==> config.mk <==
export PLATFORM = sky130hd
export DESIGN_NAME = wide_wr_collector
export DESIGN_NICKNAME = d
export VERILOG_FILES = /design/src/rtl/wwc_pkg.sv /design/src/rtl/wwc_decode.sv /design/src/rtl/wwc_store.sv /design/src/rtl/wwc_merge.sv /design/src/rtl/wide_wr_collector.sv
export SDC_FILE = /design/constraint.sdc
export NUM_CORES = 1
export LEC_CHECK = 0
export CAP_MARGIN = 20
export CELL_PAD_IN_SITES_DETAIL_PLACEMENT = 1
export CELL_PAD_IN_SITES_GLOBAL_PLACEMENT = 2
export CORE_MARGIN = 1.5
export CORE_UTILIZATION = 25
export CTS_CLUSTER_DIAMETER = 100
export DETAILED_ROUTE_END_ITERATION = 10
export DONT_BUFFER_PORTS = 1
export PLACE_DENSITY_LB_ADDON = 0.12
export REMOVE_ABC_BUFFERS = 1
export SETUP_SLACK_MARGIN = 0.02
export SYNTH_ARGS = -nofsm -noshare
export SYNTH_HDL_FRONTEND = slang
export SYNTH_SLANG_ARGS = --single-unit
==> constraint.sdc <==
create_clock -name clk -period 3.5 [get_ports clk]
set_input_delay 1.05 -clock clk [delete_from_list [all_inputs] [get_ports clk]]
set_output_delay 1.05 -clock clk [all_outputs]
set_load 0.01 [all_outputs]
==> src/rtl/wwc_pkg.sv <==
package wwc_pkg;
   localparam int LANE_W  = 32;
   localparam int NLANE   = 4;
   localparam int REG_W   = LANE_W * NLANE;
   localparam int LOW_N   = NLANE - 1;
   localparam int LOW_W   = LANE_W * LOW_N;
   typedef logic [NLANE-1:0] lane_mask_t;
   typedef logic [LOW_N-1:0] low_mask_t;
endpackage

==> src/rtl/wwc_decode.sv <==
module wwc_decode #(
   parameter int IDX_W = 4
) (
   input  logic [IDX_W+3:0]          addr,
   input  logic                      is_qword,
   input  logic [63:0]               wdata,
   output wwc_pkg::lane_mask_t       lanes,
   output logic                      is_final,
   output logic                      bad,
   output logic [IDX_W-1:0]          idx,
   output logic [wwc_pkg::REG_W-1:0] wide
);
   import wwc_pkg::*;

   logic [1:0] off;
   assign off = addr[3:2];
   assign idx = addr[IDX_W+3:4];
   assign bad = (addr[1:0] != 2'b00) || (is_qword && off[0]);

   for (genvar k = 0; k < NLANE; k++) begin : g_lane
      localparam logic [1:0] K = 2'(k);
      assign lanes[k] = is_qword ? (off[1] == K[1]) : (off == K);
      assign wide[LANE_W*k +: LANE_W] = (is_qword && K[0]) ? wdata[63:32] : wdata[31:0];
   end

   assign is_final = lanes[NLANE-1];
endmodule

==> src/rtl/wwc_store.sv <==
module wwc_store #(
   parameter int IDX_W = 4
) (
   input  logic                      clk,
   input  logic                      rst_n,
   input  logic                      load,
   input  logic                      clear,
   input  wwc_pkg::low_mask_t        lanes,
   input  logic [wwc_pkg::LOW_W-1:0] wide,
   input  logic [IDX_W-1:0]          idx_in,
   output wwc_pkg::low_mask_t        held_mask,
   output logic [IDX_W-1:0]          held_idx,
   output logic [wwc_pkg::LOW_W-1:0] held_data
);
   import wwc_pkg::*;

   for (genvar k = 0; k < LOW_N; k++) begin : g_lane
      always_ff @(posedge clk) begin
         if (!rst_n) begin
            held_mask[k]                  <= 1'b0;
            held_data[LANE_W*k +: LANE_W] <= '0;
         end else if (clear) begin
            held_mask[k] <= 1'b0;
         end else if (load && lanes[k]) begin
            held_mask[k]                  <= 1'b1;
            held_data[LANE_W*k +: LANE_W] <= wide[LANE_W*k +: LANE_W];
         end
      end
   end

   always_ff @(posedge clk) begin
      if (!rst_n || clear) held_idx <= '0;
      else if (load)       held_idx <= idx_in;
   end
endmodule

==> src/rtl/wwc_merge.sv <==
module wwc_merge #(
   parameter int IDX_W = 4
) (
   input  wwc_pkg::low_mask_t        held_mask,
   input  logic [IDX_W-1:0]          held_idx,
   input  logic [wwc_pkg::LOW_W-1:0] held_data,
   input  logic [IDX_W-1:0]          idx_in,
   input  logic                      is_qword,
   input  logic [wwc_pkg::REG_W-1:0] wide,
   output logic [wwc_pkg::REG_W-1:0] merged
);
   import wwc_pkg::*;

   logic same, full;
   assign same = (held_idx == idx_in);
   assign full = same && (is_qword ? (&held_mask[1:0]) : (&held_mask));

   always_comb begin
      if (!full)
         merged = {wide[REG_W-1 -: LANE_W], {LOW_W{1'b0}}};
      else if (is_qword)
         merged = {wide[REG_W-1 -: 2*LANE_W], held_data[2*LANE_W-1:0]};
      else
         merged = {wide[REG_W-1 -: LANE_W], held_data};
   end
endmodule

==> src/rtl/wide_wr_collector.sv <==
module wide_wr_collector #(
   parameter int IDX_W = 4
) (
   input  logic                      clk,
   input  logic                      rst_n,
   input  logic                      wr_valid,
   input  logic [IDX_W+3:0]          wr_addr,
   input  logic                      wr_qword,
   input  logic [63:0]               wr_data,
   output logic                      commit_valid,
   output logic [IDX_W-1:0]          commit_idx,
   output logic [wwc_pkg::REG_W-1:0] commit_data,
   output logic                      wr_error
);
   import wwc_pkg::*;

   if (IDX_W < 1 || IDX_W > 24) begin : g_bad_param
      $error("wide_wr_collector: IDX_W out of range");
   end

   lane_mask_t           lanes;
   logic                 is_final, bad;
   logic [IDX_W-1:0]     idx;
   logic [REG_W-1:0]     wide, merged;
   low_mask_t            held_mask;
   logic [IDX_W-1:0]     held_idx;
   logic [LOW_W-1:0]     held_data;
   logic                 fin_go, nf_go, load_go, drop_go, bad_go;

   wwc_decode #(.IDX_W(IDX_W)) u_dec (
      .addr(wr_addr), .is_qword(wr_qword), .wdata(wr_data),
      .lanes(lanes), .is_final(is_final), .bad(bad), .idx(idx), .wide(wide)
   );

   assign bad_go  = wr_valid && bad;
   assign fin_go  = wr_valid && !bad && is_final;
   assign nf_go   = wr_valid && !bad && !is_final;
   assign load_go = nf_go && ((held_mask == '0) || (held_idx == idx));
   assign drop_go = nf_go && !load_go;

   wwc_store #(.IDX_W(IDX_W)) u_store (
      .clk(clk), .rst_n(rst_n), .load(load_go), .clear(fin_go),
      .lanes(lanes[LOW_N-1:0]), .wide(wide[LOW_W-1:0]), .idx_in(idx),
      .held_mask(held_mask), .held_idx(held_idx), .held_data(held_data)
   );

   wwc_merge #(.IDX_W(IDX_W)) u_merge (
      .held_mask(held_mask), .held_idx(held_idx), .held_data(held_data),
      .idx_in(idx), .is_qword(wr_qword), .wide(wide), .merged(merged)
   );

   always_ff @(posedge clk) begin
      if (!rst_n) begin
         commit_valid <= 1'b0;
         commit_idx   <= '0;
         commit_data  <= '0;
         wr_error     <= 1'b0;
      end else begin
         commit_valid <= fin_go;
         wr_error     <= bad_go;
         if (fin_go) begin
            commit_idx  <= idx;
            commit_data <= merged;
         end
      end
   end
endmodule


# Word-level counts from Yosys, hierarchy flattened
# Index checks and enable logic that the tools add are counted.
# W data, S select, Z words.
dict set report classes {
  n_eq_ne 4
  mux 8
  n_bitwise 3
  n_reduce_logical 25
}
# operator count
set op_table {}
lappend op_table {{$mux W96} 2}
lappend op_table {{$mux W32} 1}
lappend op_table {{$logic_and A1 B1 Y1} 10}
lappend op_table {{$reduce_and A2 Y1} 4}
lappend op_table {{$mux W1} 5}
lappend op_table {{$eq A2 B2 Y1 const B} 2}
lappend op_table {{$eq A4 B4 Y1} 1}
lappend op_table {{$logic_not A1 Y1} 3}
lappend op_table {{$logic_not A3 Y1} 1}
lappend op_table {{$logic_or A1 B1 Y1} 3}
lappend op_table {{$not A1 Y1} 3}
lappend op_table {{$reduce_and A3 Y1} 1}
lappend op_table {{$eq A2 B1 Y1 const B} 1}
lappend op_table {{$logic_not A2 Y1} 1}
lappend op_table {{$reduce_bool A2 Y1} 1}
lappend op_table {{$reduce_or A2 Y1} 1}
dict set report word_totals {
  reg_bits 237
  input_bits 76
  output_inout_bits 134
  elab_cells 51
}

# Longest topological paths before layout
# Gate-level depths: netlist of run 1.
dict set report logic_depth {
  depth_word 8
  ltp_mapped 8
  mapped_depth_nobuf 4
}

# Modules after synthesis
# From an unflattened synthesis of run 1, not the netlist that was laid out.
dict set report unflattened {
  cells_unflattened 1369
  hier_area_um2 11896.4
}
# module instances cells_each area_per_inst_um2 seq_area_each_um2
set by_module_without_submodules {}
lappend by_module_without_submodules {wide_wr_collector 1 583 4967.3 2682.6}
lappend by_module_without_submodules {wwc_store 1 443 4170.2 2062.0}
lappend by_module_without_submodules {wwc_merge 1 199 1425.1 0.0}
lappend by_module_without_submodules {wwc_decode 1 144 1333.8 0.0}

# Worst setup path before layout of run 1
# Ideal clock, no wire load.
dict set report synth_path {
  path_kind {input to register}
  start {in wr_qword}
  end {reg commit_data[10] (netlist name)}
  setup_ps 117
  t_arrival_ps 2252
  required_ps 3383
  setup_slack_ps 1131
  path_stages 8
  path_buffers 4
  cell_sequence {buf_2 xor2_1 and3_1 buf_4 and4_1 buf_6 buf_6 a22o_1}
}
dict set report synth_via {
  elab_chain_len 5
  elab_cells_between_ends 9
  classes_between {mux (3); reduce/logical (6)}
}
# item line
set synth_lines {}
lappend synth_lines {{start: declaration} wide_wr_collector.sv:8} ;# input logic wr_qword,
lappend synth_lines {{$logic_and A1 B1 Y1} wwc_decode.sv:18} ;# assign bad = (addr[1:0] != 2'b00) || (is_qword && off[0]);
lappend synth_lines {{$logic_or A1 B1 Y1} wwc_decode.sv:18}
lappend synth_lines {{$logic_not A1 Y1} wide_wr_collector.sv:36} ;# assign fin_go = wr_valid && !bad && is_final;
lappend synth_lines {{$logic_and A1 B1 Y1 (2 in series)} wide_wr_collector.sv:36}
lappend synth_lines {{end signal: assignment} wide_wr_collector.sv:63} ;# commit_data <= merged;
lappend synth_lines {{end: declaration} wide_wr_collector.sv:12} ;# output logic [wwc_pkg::REG_W-1:0] commit_data,
# Several ways; a longest one is shown, not always the timed one.
# A chain may end at the register's enable or synchronous reset.

# Final worst setup path of run 1
dict set report layout_path {
  start {in wr_addr[7]}
  end {reg u_store.held_data[33] (netlist name)}
}
dict set report layout_via {
  elab_chain_len 5
}
# item line
set layout_lines {}
lappend layout_lines {{start: declaration} wide_wr_collector.sv:7} ;# input logic [IDX_W+3:0] wr_addr,
lappend layout_lines {{$eq A4 B4 Y1} wide_wr_collector.sv:38} ;# assign load_go = nf_go && ((held_mask == '0) || (held_idx == idx));
lappend layout_lines {{$logic_or A1 B1 Y1} wide_wr_collector.sv:38}
lappend layout_lines {{$logic_and A1 B1 Y1} wide_wr_collector.sv:38}
lappend layout_lines {{$logic_and A1 B1 Y1} wwc_store.sv:24} ;# end else if (load && lanes[k]) begin
lappend layout_lines {{$reduce_and A2 Y1 (no line)} -}
lappend layout_lines {{end signal: indexed assignment} wwc_store.sv:26} ;# held_data[LANE_W*k +: LANE_W] <= wide[LANE_W*k +: LANE_W];
lappend layout_lines {{end: declaration} wwc_store.sv:13} ;# output logic [wwc_pkg::LOW_W-1:0] held_data
# Every way passes these cells.

==> results of run 1 <==
## state kept, by name, indices dropped and copies added, names as in the netlist
register	count
commit_idx	4
u_store.held_data	96
u_store.held_idx	4
commit_valid	1
wr_error	1
commit_data	128
u_store.held_mask	3
## critical path: cells and delay by family
kind	cells	cell delay, ns
and+or+nand+nor	1	0.51
AOI/OAI and AO/OA	2	0.46
xor gates and xnor gates	1	0.25
buffers and inverters	1	0.24
## worst max path at each step
stage | cells past startpoint | slack (ns) | startpoint | end
CTS | 5 | 1.38 | wr_addr[1] | u_store.held_data[33]$_SDFFE_PN0P_
finish | 5 | 1.37 | wr_addr[7] | u_store.held_data[33]$_SDFFE_PN0P_
global placement | 5 | 0.80 | wr_addr[1] | u_store.held_data[44]$_SDFFE_PN0P_
global route | 5 | 1.25 | wr_addr[6] | u_store.held_data[1]$_SDFFE_PN0P_
detailed placement | 5 | 0.79 | wr_addr[1] | u_store.held_data[33]$_SDFFE_PN0P_
floorplan | 4 | -0.98 | wr_addr[1] | commit_data[0]$_SDFFE_PN0P_
## cell type report
class,instances,area (um2),area share
flip-flops and latches,237,4740,0.463
multi-input cells,533,3820,0.373
clock buffers,46,890,0.0867
well taps,461,577,0.0562
repair buffers,15,150,0.0146
clock inverters,8,68.8,0.00671
inverters,1,3.75,0.000366
## per-stage QoR
step                      utilization  cells
after floorplan                     -    771
after global placement          0.262   1247
after detailed placement        0.262   1247
after CTS                       0.289   1301
after global routing            0.289   1301
final                           0.289   1301
## cell families after synthesis
group	after synthesis	synth area share
AOI/OAI and AO/OA	147	0.126
xor gates and xnor gates	5	0.00487
buffers and inverters	75	0.0490
DFF	237	0.528
muxes	163	0.186
and+or+nand+nor	218	0.106
## Yosys cell counts, drive strengths merged
cell type | n | share of area
a21oi | 1 | 0.00056
buf | 36 | 0.033
o21a | 4 | 0.0033
o2bb2ai | 32 | 0.031
a41o | 1 | 0.0011
nor2 | 42 | 0.019
nor3 | 1 | 0.00056
clkbuf | 38 | 0.016
and3b | 1 | 0.00097
mux2 | 31 | 0.039
a22o | 64 | 0.062
nand2 | 129 | 0.054
and4 | 2 | 0.0019
nor3b | 1 | 0.0014
o211a | 1 | 0.0011
dfxtp | 237 | 0.53
a41oi | 1 | 0.00097
a21boi | 4 | 0.0033
and2 | 2 | 0.0014
a211oi | 2 | 0.0017
xor2 | 1 | 0.00097
and3 | 2 | 0.0019
mux2i | 132 | 0.15
xnor2 | 4 | 0.0039
inv | 1 | 0.00042
nand3 | 6 | 0.0033
o21ai | 37 | 0.021
nand4 | 32 | 0.022
## report_power, final
| group | switching, W | internal [W] | leakage, nW | total [W] |
|---|---|---|---|---|
| sequential | 0.0000164 | 0.00272 | 1.91 | 0.00274 |
| clock | 0.00119 | 0.00180 | 0.480 | 0.00299 |
| combinational | 0.000124 | 0.0000815 | 1.19 | 0.000206 |
| total | 0.00133 | 0.00461 | 3.58 | 0.00593 |
## routing by layer
metal | part of all wire | vias up | global-route usage
met5 | 0.00056 | - | 0
met2 | 0.46 | 171 | 0.247
li1 | - | 2960 | -
met3 | 0.076 | 40 | 0.0484
met1 | 0.45 | 3124 | 0.192
met4 | 0.020 | 2 | 0.0358
==> impl_metrics.toml, run 1 <==
[clock_network]
clkSlewWorstSetupHoldPaths_ns = 0.06
clock_latency_ns = 0.55
hold_buffers = 0
cts_buffer_depth = 3
ctsResizeCount = 0
htree_num_levels = 1
cts_root_buf = "clkbuf_16"
cts_tree = "built"
clock_sinks = 237
postCtsSetupRepairBufs = 0
numCtsBuffers = 29

[pwr]
p_leak_nw = 3.58
p_per_area_nw_per_um2 = 578
vdd_drop_max_mv = 0.358
total_power_w = 0.00593

[sta]
hold_viol = 0
setup_viol = 0
finClkSkew_ns = 0.0190
hold_ws_ns = 0.456
setup_ws_ns = 1.37
tightest_slew_ns = 0.689
finalCriticalPeriod_ns = 2.13
max_slew_margin = 0.541
rsz0062_at_grt = "false"
period_share = 0.608
maxSlewViolCount = 0
setup_tns_ns = 0
fmax_ghz = 0.470

[min_path]
min_to = "u_store.held_data[39]$_SDFFE_PN0P_"
hp-class = "register to register"
hold_start = "u_store.held_data[39]$_SDFFE_PN0P_"
min_path_cells = 2

[worst_setup_path]
required_ns = 3.91
end_kind = "register"
cp_cell_sequence = "xnor2_1, a41o_2, and2_2, buf_12, o21ai_0"
rr_startpoint = "u_store.held_mask[0]$_SDFFE_PP0P_"
arrival_ns = 2.54
path_max_fanout = 17
critPathLaunchType = "input port"
max_stage_delay_ns = 0.51
r2r_cells = 5
crit_type = "input port to register"
r2r_slack_ns = 1.48
cp_slowest_cell = "and2_2"
reg2reg_to = "u_store.held_data[33]$_SDFFE_PN0P_"

[routing]
vias = 6297
first_pass_iters = 4
drt_iter0_markers = 209
viasPerCell = 4.84
avgRoutedWirePerCell_um = 22.0
drt-total-wl_um = 28700
remaining_drc_errors = 0
detail-route-antenna-nets = 0

[die]
fp.dieArea_um2 = 37100
coreArea_um2 = 35500
row_count = 69
start_util = 0.253
die_h_um = 193
die_x_um = 193
pin_count = 210

[final_layout]
antenna_cells = 0
n_fill_cell = 3904
syn2layout_area_growth_pct = 14.1
drive_above_1_share = 0.123
finalNetCount = 893
final_cell_mix = "dfxtp_1 (237), mux2i_1 (132), nand2_1 (129)"
final_cell_area_um2 = 10300
final_common_cell = "dfxtp_1"

[yosys]
yosysUniqueCellTypes = 33
syn_area_per_cell_um2 = 10.6
ys_warn_count = 0
synth.ff_latch_count = 237
synth_cells = 845
synth_seq_area_share = 0.528
netlist_area_um2 = 8990

[place]
gp_congestion = 0.701
dpl.hpwl_um = 18000
port_buffers = 0
dp_slack_ns = 0.790
dpl_cell_area_um2 = 9300

[global_routing]
grt_first_pass_wirelength_um = 42600
antenna_found_initial = 1
grt_max_degree = 165
grt_pass1_vias = 6686
grt_util_all_layers = 0.151
overflow = 0

[status]
status = "complete, no violations"

[job]
maxCapViolations = 0
No activity file was read; power rests on OpenSTA's default activity.
==> inputs of run 2 (changes only) <==
==> constraint.sdc (replaced) <==
create_clock -name clk -period 1.9 [get_ports clk]
set_input_delay 0.57 -clock clk [delete_from_list [all_inputs] [get_ports clk]]
set_output_delay 0.57 -clock clk [all_outputs]
set_load 0.01 [all_outputs]
==> impl_metrics.toml, run 2 (same netlist as run 1, synthesis figures left out) <==
[clock_network]
clkSlewWorstSetupHoldPaths_ns = 0.06
hold_buffers = 0
htree_num_levels = 1
ctsResizeCount = 0
cts_tree = "built"
clock_sinks = 237
cts_buffer_depth = 3
numCtsBuffers = 29
clock_latency_ns = 0.54
postCtsSetupRepairBufs = 0
cts_root_buf = "clkbuf_16"

[pwr]
p_per_area_nw_per_um2 = 1050
sw_frac_of_total = 0.219
comb_power_share = 0.037
p_switching_w = 0.00240
p_leak_nw = 3.66
pwr-share-clk = 0.502
total_power_w = 0.0110
sequentialPowerShare = 0.460
vdd_drop_max_mv = 0.631
p_int_w = 0.00856

[die]
coreArea_um2 = 35500
die_x_um = 193
die_h_um = 193
start_util = 0.253
pin_count = 210
row_count = 69
fp.dieArea_um2 = 37100

[min_path]
hp-class = "input port to register"
min_to = "wr_error$_SDFF_PN0_"
hold_start = "wr_valid"
min_path_cells = 2

[global_routing]
antenna_found_initial = 0
grt_max_degree = 165
grt_first_pass_wirelength_um = 42400
grt_pass1_vias = 6870
grt_util_all_layers = 0.149
overflow = 0

[routing]
first_pass_iters = 4
viasPerCell = 4.83
avgRoutedWirePerCell_um = 21.4
detail-route-antenna-nets = 0
drt-total-wl_um = 28000
drt_iter0_markers = 185
remaining_drc_errors = 0
vias = 6327

[final_layout]
reg.largest.list = "commit_data (128), u_store.held_data (96)"
antenna_cells = 0
finalNetCount = 904
top_register = "commit_data"
final_common_cell = "dfxtp_1"
largest_reg_flops = 128
final_cell_area_um2 = 10500
fin_util = 0.295
drive_above_1_share = 0.134
final_cell_mix = "dfxtp_1 (237), mux2i_1 (132), nand2_1 (129)"
syn2layout_area_growth_pct = 16.3

[sta]
maxSlewViolCount = 0
max_slew_margin = 0.736
setup_viol = 0
rsz0062_at_grt = "false"
hold_viol = 0
setup_tns_ns = 0
tightest_slew_ns = 0.393
finClkSkew_ns = 0.0172
period_share = 0.868
fmax_ghz = 0.606
finalCriticalPeriod_ns = 1.65

[place]
dpl_cell_area_um2 = 9490
port_buffers = 0
dpl.hpwl_um = 18200
gp_congestion = 0.752

[worst_setup_path]
required_ns = 2.35
critPathLaunchType = "register"
r2r_slack_ns = 0.25
end_kind = "register"
max_stage_delay_ns = 0.37
rr_startpoint = "u_store.held_mask[0]$_SDFFE_PP0P_"
cp_slowest_cell = "nor3_1"
r2r_cells = 5
crit_type = "register to register"
arrival_ns = 2.10
path_max_fanout = 20
cp_cell_sequence = "nor3_1, a41o_2, buf_4, nand3_1, a21boi_0"
reg2reg_to = "u_store.held_idx[1]$_SDFFE_PP0P_"

[job]
maxCapViolations = 0

[status]
status = "complete, no violations"
run 2: changes by cell type in the layout (fill, tap and decap cells not counted), sizes merged:
cell,change
clkbuf,-1
buf,+11
clkinv,-2
inv,-1
clkinvlp,+1
run 2: metrics by stage:
| stage | hold slack (ns) | std cells | worst slack (ns) |
|---|---|---|---|
| floorplan | 0.434 | 771 | -2.10 |
| finish | 0.147 | 1309 | 0.250 |
| detailed placement | 0.451 | 1258 | 0.0165 |
| global route | 0.118 | 1309 | 0.0832 |
| CTS | 0.111 | 1309 | 0.209 |
| global placement | 0.444 | 1258 | -0.0170 |
run 2: how the worst max path moves through the flow:
stage	start	end	slack [ns]	cells past startpoint
2_1_floorplan	wr_addr[1]	commit_data[0]$_SDFFE_PN0P_	-2.10	4
3_3_place_gp	wr_addr[1]	commit_data[103]$_SDFFE_PN0P_	-0.02	6
3_5_place_dp	wr_addr[1]	commit_data[113]$_SDFFE_PN0P_	0.02	6
4_1_cts	u_store.held_mask[0]$_SDFFE_PP0P_	u_store.held_data[9]$_SDFFE_PN0P_	0.21	5
5_1_grt	u_store.held_mask[0]$_SDFFE_PP0P_	u_store.held_idx[1]$_SDFFE_PP0P_	0.08	5
6_report	u_store.held_mask[0]$_SDFFE_PP0P_	u_store.held_idx[1]$_SDFFE_PP0P_	0.25	5
run 2: worst max-delay path, delay by kind of cell, from the launching register on:
kind / cells / cell delay (ns)
simple gates: 2 / 0.50
buf+inv: 1 / 0.30
flops: 1 / 0.32
compound gates: 2 / 0.44
run 2: metal layers:
metal | global-route usage | vias up | wire length (um)
li1 | - | 2985 | -
met1 | 0.189 | 3133 | 12600
met2 | 0.247 | 177 | 12900
met3 | 0.0471 | 32 | 2160
met4 | 0.0313 | 0 | 388
met5 | 0 | - | 0
run 2: power by group through the flow:
stage	Clock [W]	Combinational [W]	Sequential [W]
after floorplan	0	0.000263	0.00514
after global placement	0	0.000408	0.00515
after detailed placement	0	0.000418	0.00515
after CTS	0.00573	0.000419	0.00504
after global routing	0.00595	0.000448	0.00504
final	0.00550	0.000407	0.00504
run 2: final cells by class:
| cell class | count | area, um2 |
|---|---|---|
| sequential | 237 | 4740 |
| fill | 3906 | 25000 |
| multi-input combinational | 533 | 3820 |
| clock buffer | 45 | 906 |
| tap | 461 | 577 |
| clock inverter | 6 | 57.6 |
| inverter | 1 | 3.75 |
| timing repair buffer | 26 | 345 |
==> inputs of run 3 (changes only) <==
--- a/config.mk
+++ b/config.mk
@@ -9,8 +9,9 @@
 export CELL_PAD_IN_SITES_DETAIL_PLACEMENT = 1
 export CELL_PAD_IN_SITES_GLOBAL_PLACEMENT = 2
 export CORE_MARGIN = 1.5
-export CORE_UTILIZATION = 25
+export CORE_UTILIZATION = 35
 export CTS_CLUSTER_DIAMETER = 100
+export CTS_CLUSTER_SIZE = 25
 export DETAILED_ROUTE_END_ITERATION = 10
 export DONT_BUFFER_PORTS = 1
 export PLACE_DENSITY_LB_ADDON = 0.12
@@ -19,3 +20,4 @@
 export SYNTH_ARGS = -nofsm -noshare
 export SYNTH_HDL_FRONTEND = slang
 export SYNTH_SLANG_ARGS = --single-unit
+export TNS_END_PERCENT = 10
==> impl_metrics.toml, run 3 (same netlist as run 1, synthesis figures left out) <==
[status]
status = "complete, no violations"

[pwr]
p_per_area_nw_per_um2 = 857
p_leak_nw = 3.37
vdd_drop_max_mv = 0.771

[clock_network]
clock_sinks = 237
cts_tree = "built"
htree_num_levels = 1
cts_buffer_depth = 3
numCtsBuffers = 13
hold_buffers = 0
cts_root_buf = "clkbuf_16"
clock_latency_ns = 0.48
ctsResizeCount = 0
clkSlewWorstSetupHoldPaths_ns = 0.10
postCtsSetupRepairBufs = 0

[final_layout]
final_common_cell = "dfxtp_1"
final_cell_mix = "dfxtp_1 (237), mux2i_1 (132), nand2_1 (129)"
fin_util = 0.385
reg.largest.list = "commit_data (128), u_store.held_data (96)"
syn2layout_area_growth_pct = 7.92
drive_above_1_share = 0.104
largest_reg_flops = 128
finalNetCount = 891
top_register = "commit_data"

[sta]
setup_ws_ns = 0.253
setup_viol = 0
finClkSkew_ns = 0.0129
maxSlewViolCount = 0
finalCriticalPeriod_ns = 1.65
tightest_slew_ns = 0.461
rsz0062_at_grt = "false"
hold_viol = 0
max_slew_margin = 0.689
fmax_ghz = 0.607
period_share = 0.867

[routing]
detail-route-antenna-nets = 0
avgRoutedWirePerCell_um = 22.5
vias = 6234
first_pass_iters = 4
remaining_drc_errors = 0
drt-total-wl_um = 25800
viasPerCell = 5.44
drt_iter0_markers = 301

[min_path]
min_to = "wr_error$_SDFF_PN0_"
min_path_cells = 2
hold_start = "wr_valid"
hp-class = "input port to register"

[place]
gp_congestion = 0.739
dpl.hpwl_um = 16700
port_buffers = 0
dp_slack_ns = -0.0608

[worst_setup_path]
cp_slowest_cell = "dfxtp_1"
reg2reg_to = "u_store.held_data[30]$_SDFFE_PN0P_"
required_ns = 2.30
end_kind = "register"
critPathLaunchType = "register"
arrival_ns = 2.05
cp_cell_sequence = "nor3_1, a41o_2, and3_4, buf_12, mux2i_1"
path_max_fanout = 15
max_stage_delay_ns = 0.34
rr_startpoint = "u_store.held_mask[1]$_SDFFE_PP0P_"
crit_type = "register to register"
r2r_cells = 5
r2r_slack_ns = 0.25

[die]
fp.dieArea_um2 = 26700
pin_count = 210
row_count = 58
start_util = 0.357
die_x_um = 163
coreArea_um2 = 25200
die_h_um = 163

[job]
maxCapViolations = 0

[global_routing]
grt_pass1_vias = 6677
grt_util_all_layers = 0.191
grt_max_degree = 165
overflow = 0
antenna_found_initial = 1
grt_first_pass_wirelength_um = 39100
-- run 3: worst max-delay path: cells and delay by family, from the launching register on --
family                 cells  cell delay [ns]
AND/OR/NAND/NOR            2             0.59
buffers and inverters      1             0.18
multiplexers               1             0.21
AO/OA/AOI/OAI              1             0.23
flip-flops                 1             0.34
-- run 3: worst max-delay path by stage --
stage,cells after the start,to,start
after floorplan,4,commit_data[0]$_SDFFE_PN0P_,wr_addr[1]
after global placement,6,commit_data[7]$_SDFFE_PN0P_,wr_addr[1]
after detailed placement,6,u_store.held_idx[2]$_SDFFE_PP0P_,wr_qword
after CTS,5,u_store.held_data[30]$_SDFFE_PN0P_,u_store.held_mask[0]$_SDFFE_PP0P_
after global routing,5,u_store.held_data[28]$_SDFFE_PN0P_,u_store.held_mask[1]$_SDFFE_PP0P_
final,5,u_store.held_data[30]$_SDFFE_PN0P_,u_store.held_mask[1]$_SDFFE_PP0P_
-- run 3: final cells by class --
type	count	area, um2
Antenna cell	1	2.50
Fill cell	2788	15500
Tap cell	330	413
Sequential cell	237	4740
Multi-Input combinational cell	533	3820
Inverter	1	3.75
Timing Repair Buffer	29	380
Clock buffer	13	325
Clock inverter	2	16.3
-- run 3: power breakdown --
part | switching (W) | total [W] | leakage (nW) | internal (W)
clock network | 0.00162 | 0.00288 | 0.165 | 0.00125
logic | 0.000224 | 0.000400 | 1.30 | 0.000176
registers | 0.0000294 | 0.00503 | 1.91 | 0.00500
total | 0.00187 | 0.00831 | 3.37 | 0.00644
-- run 3: metrics by stage --
step | setup TNS, ns | total power [W] | instances | hold slack (ns) | area [um2]
2_1_floorplan | -295.71 | 0.00540 | 771 | 0.434 | 8550
3_3_place_gp | 0 | 0.00554 | 1130 | 0.442 | 9360
3_5_place_dp | -0.133 | 0.00555 | 1130 | 0.451 | 9360
4_1_cts | 0 | 0.00844 | 1145 | 0.180 | 9700
5_1_grt | 0 | 0.00865 | 1145 | 0.189 | 9700
6_report | 0 | 0.00831 | 1146 | 0.201 | 9700
-- run 3: metal layers --
metal	up-vias	track usage	wire [um]
met5	-	0	0
met4	0	0.0438	448
met3	28	0.0584	1990
met2	162	0.332	12400
met1	3111	0.229	10900
li1	2933	-	-
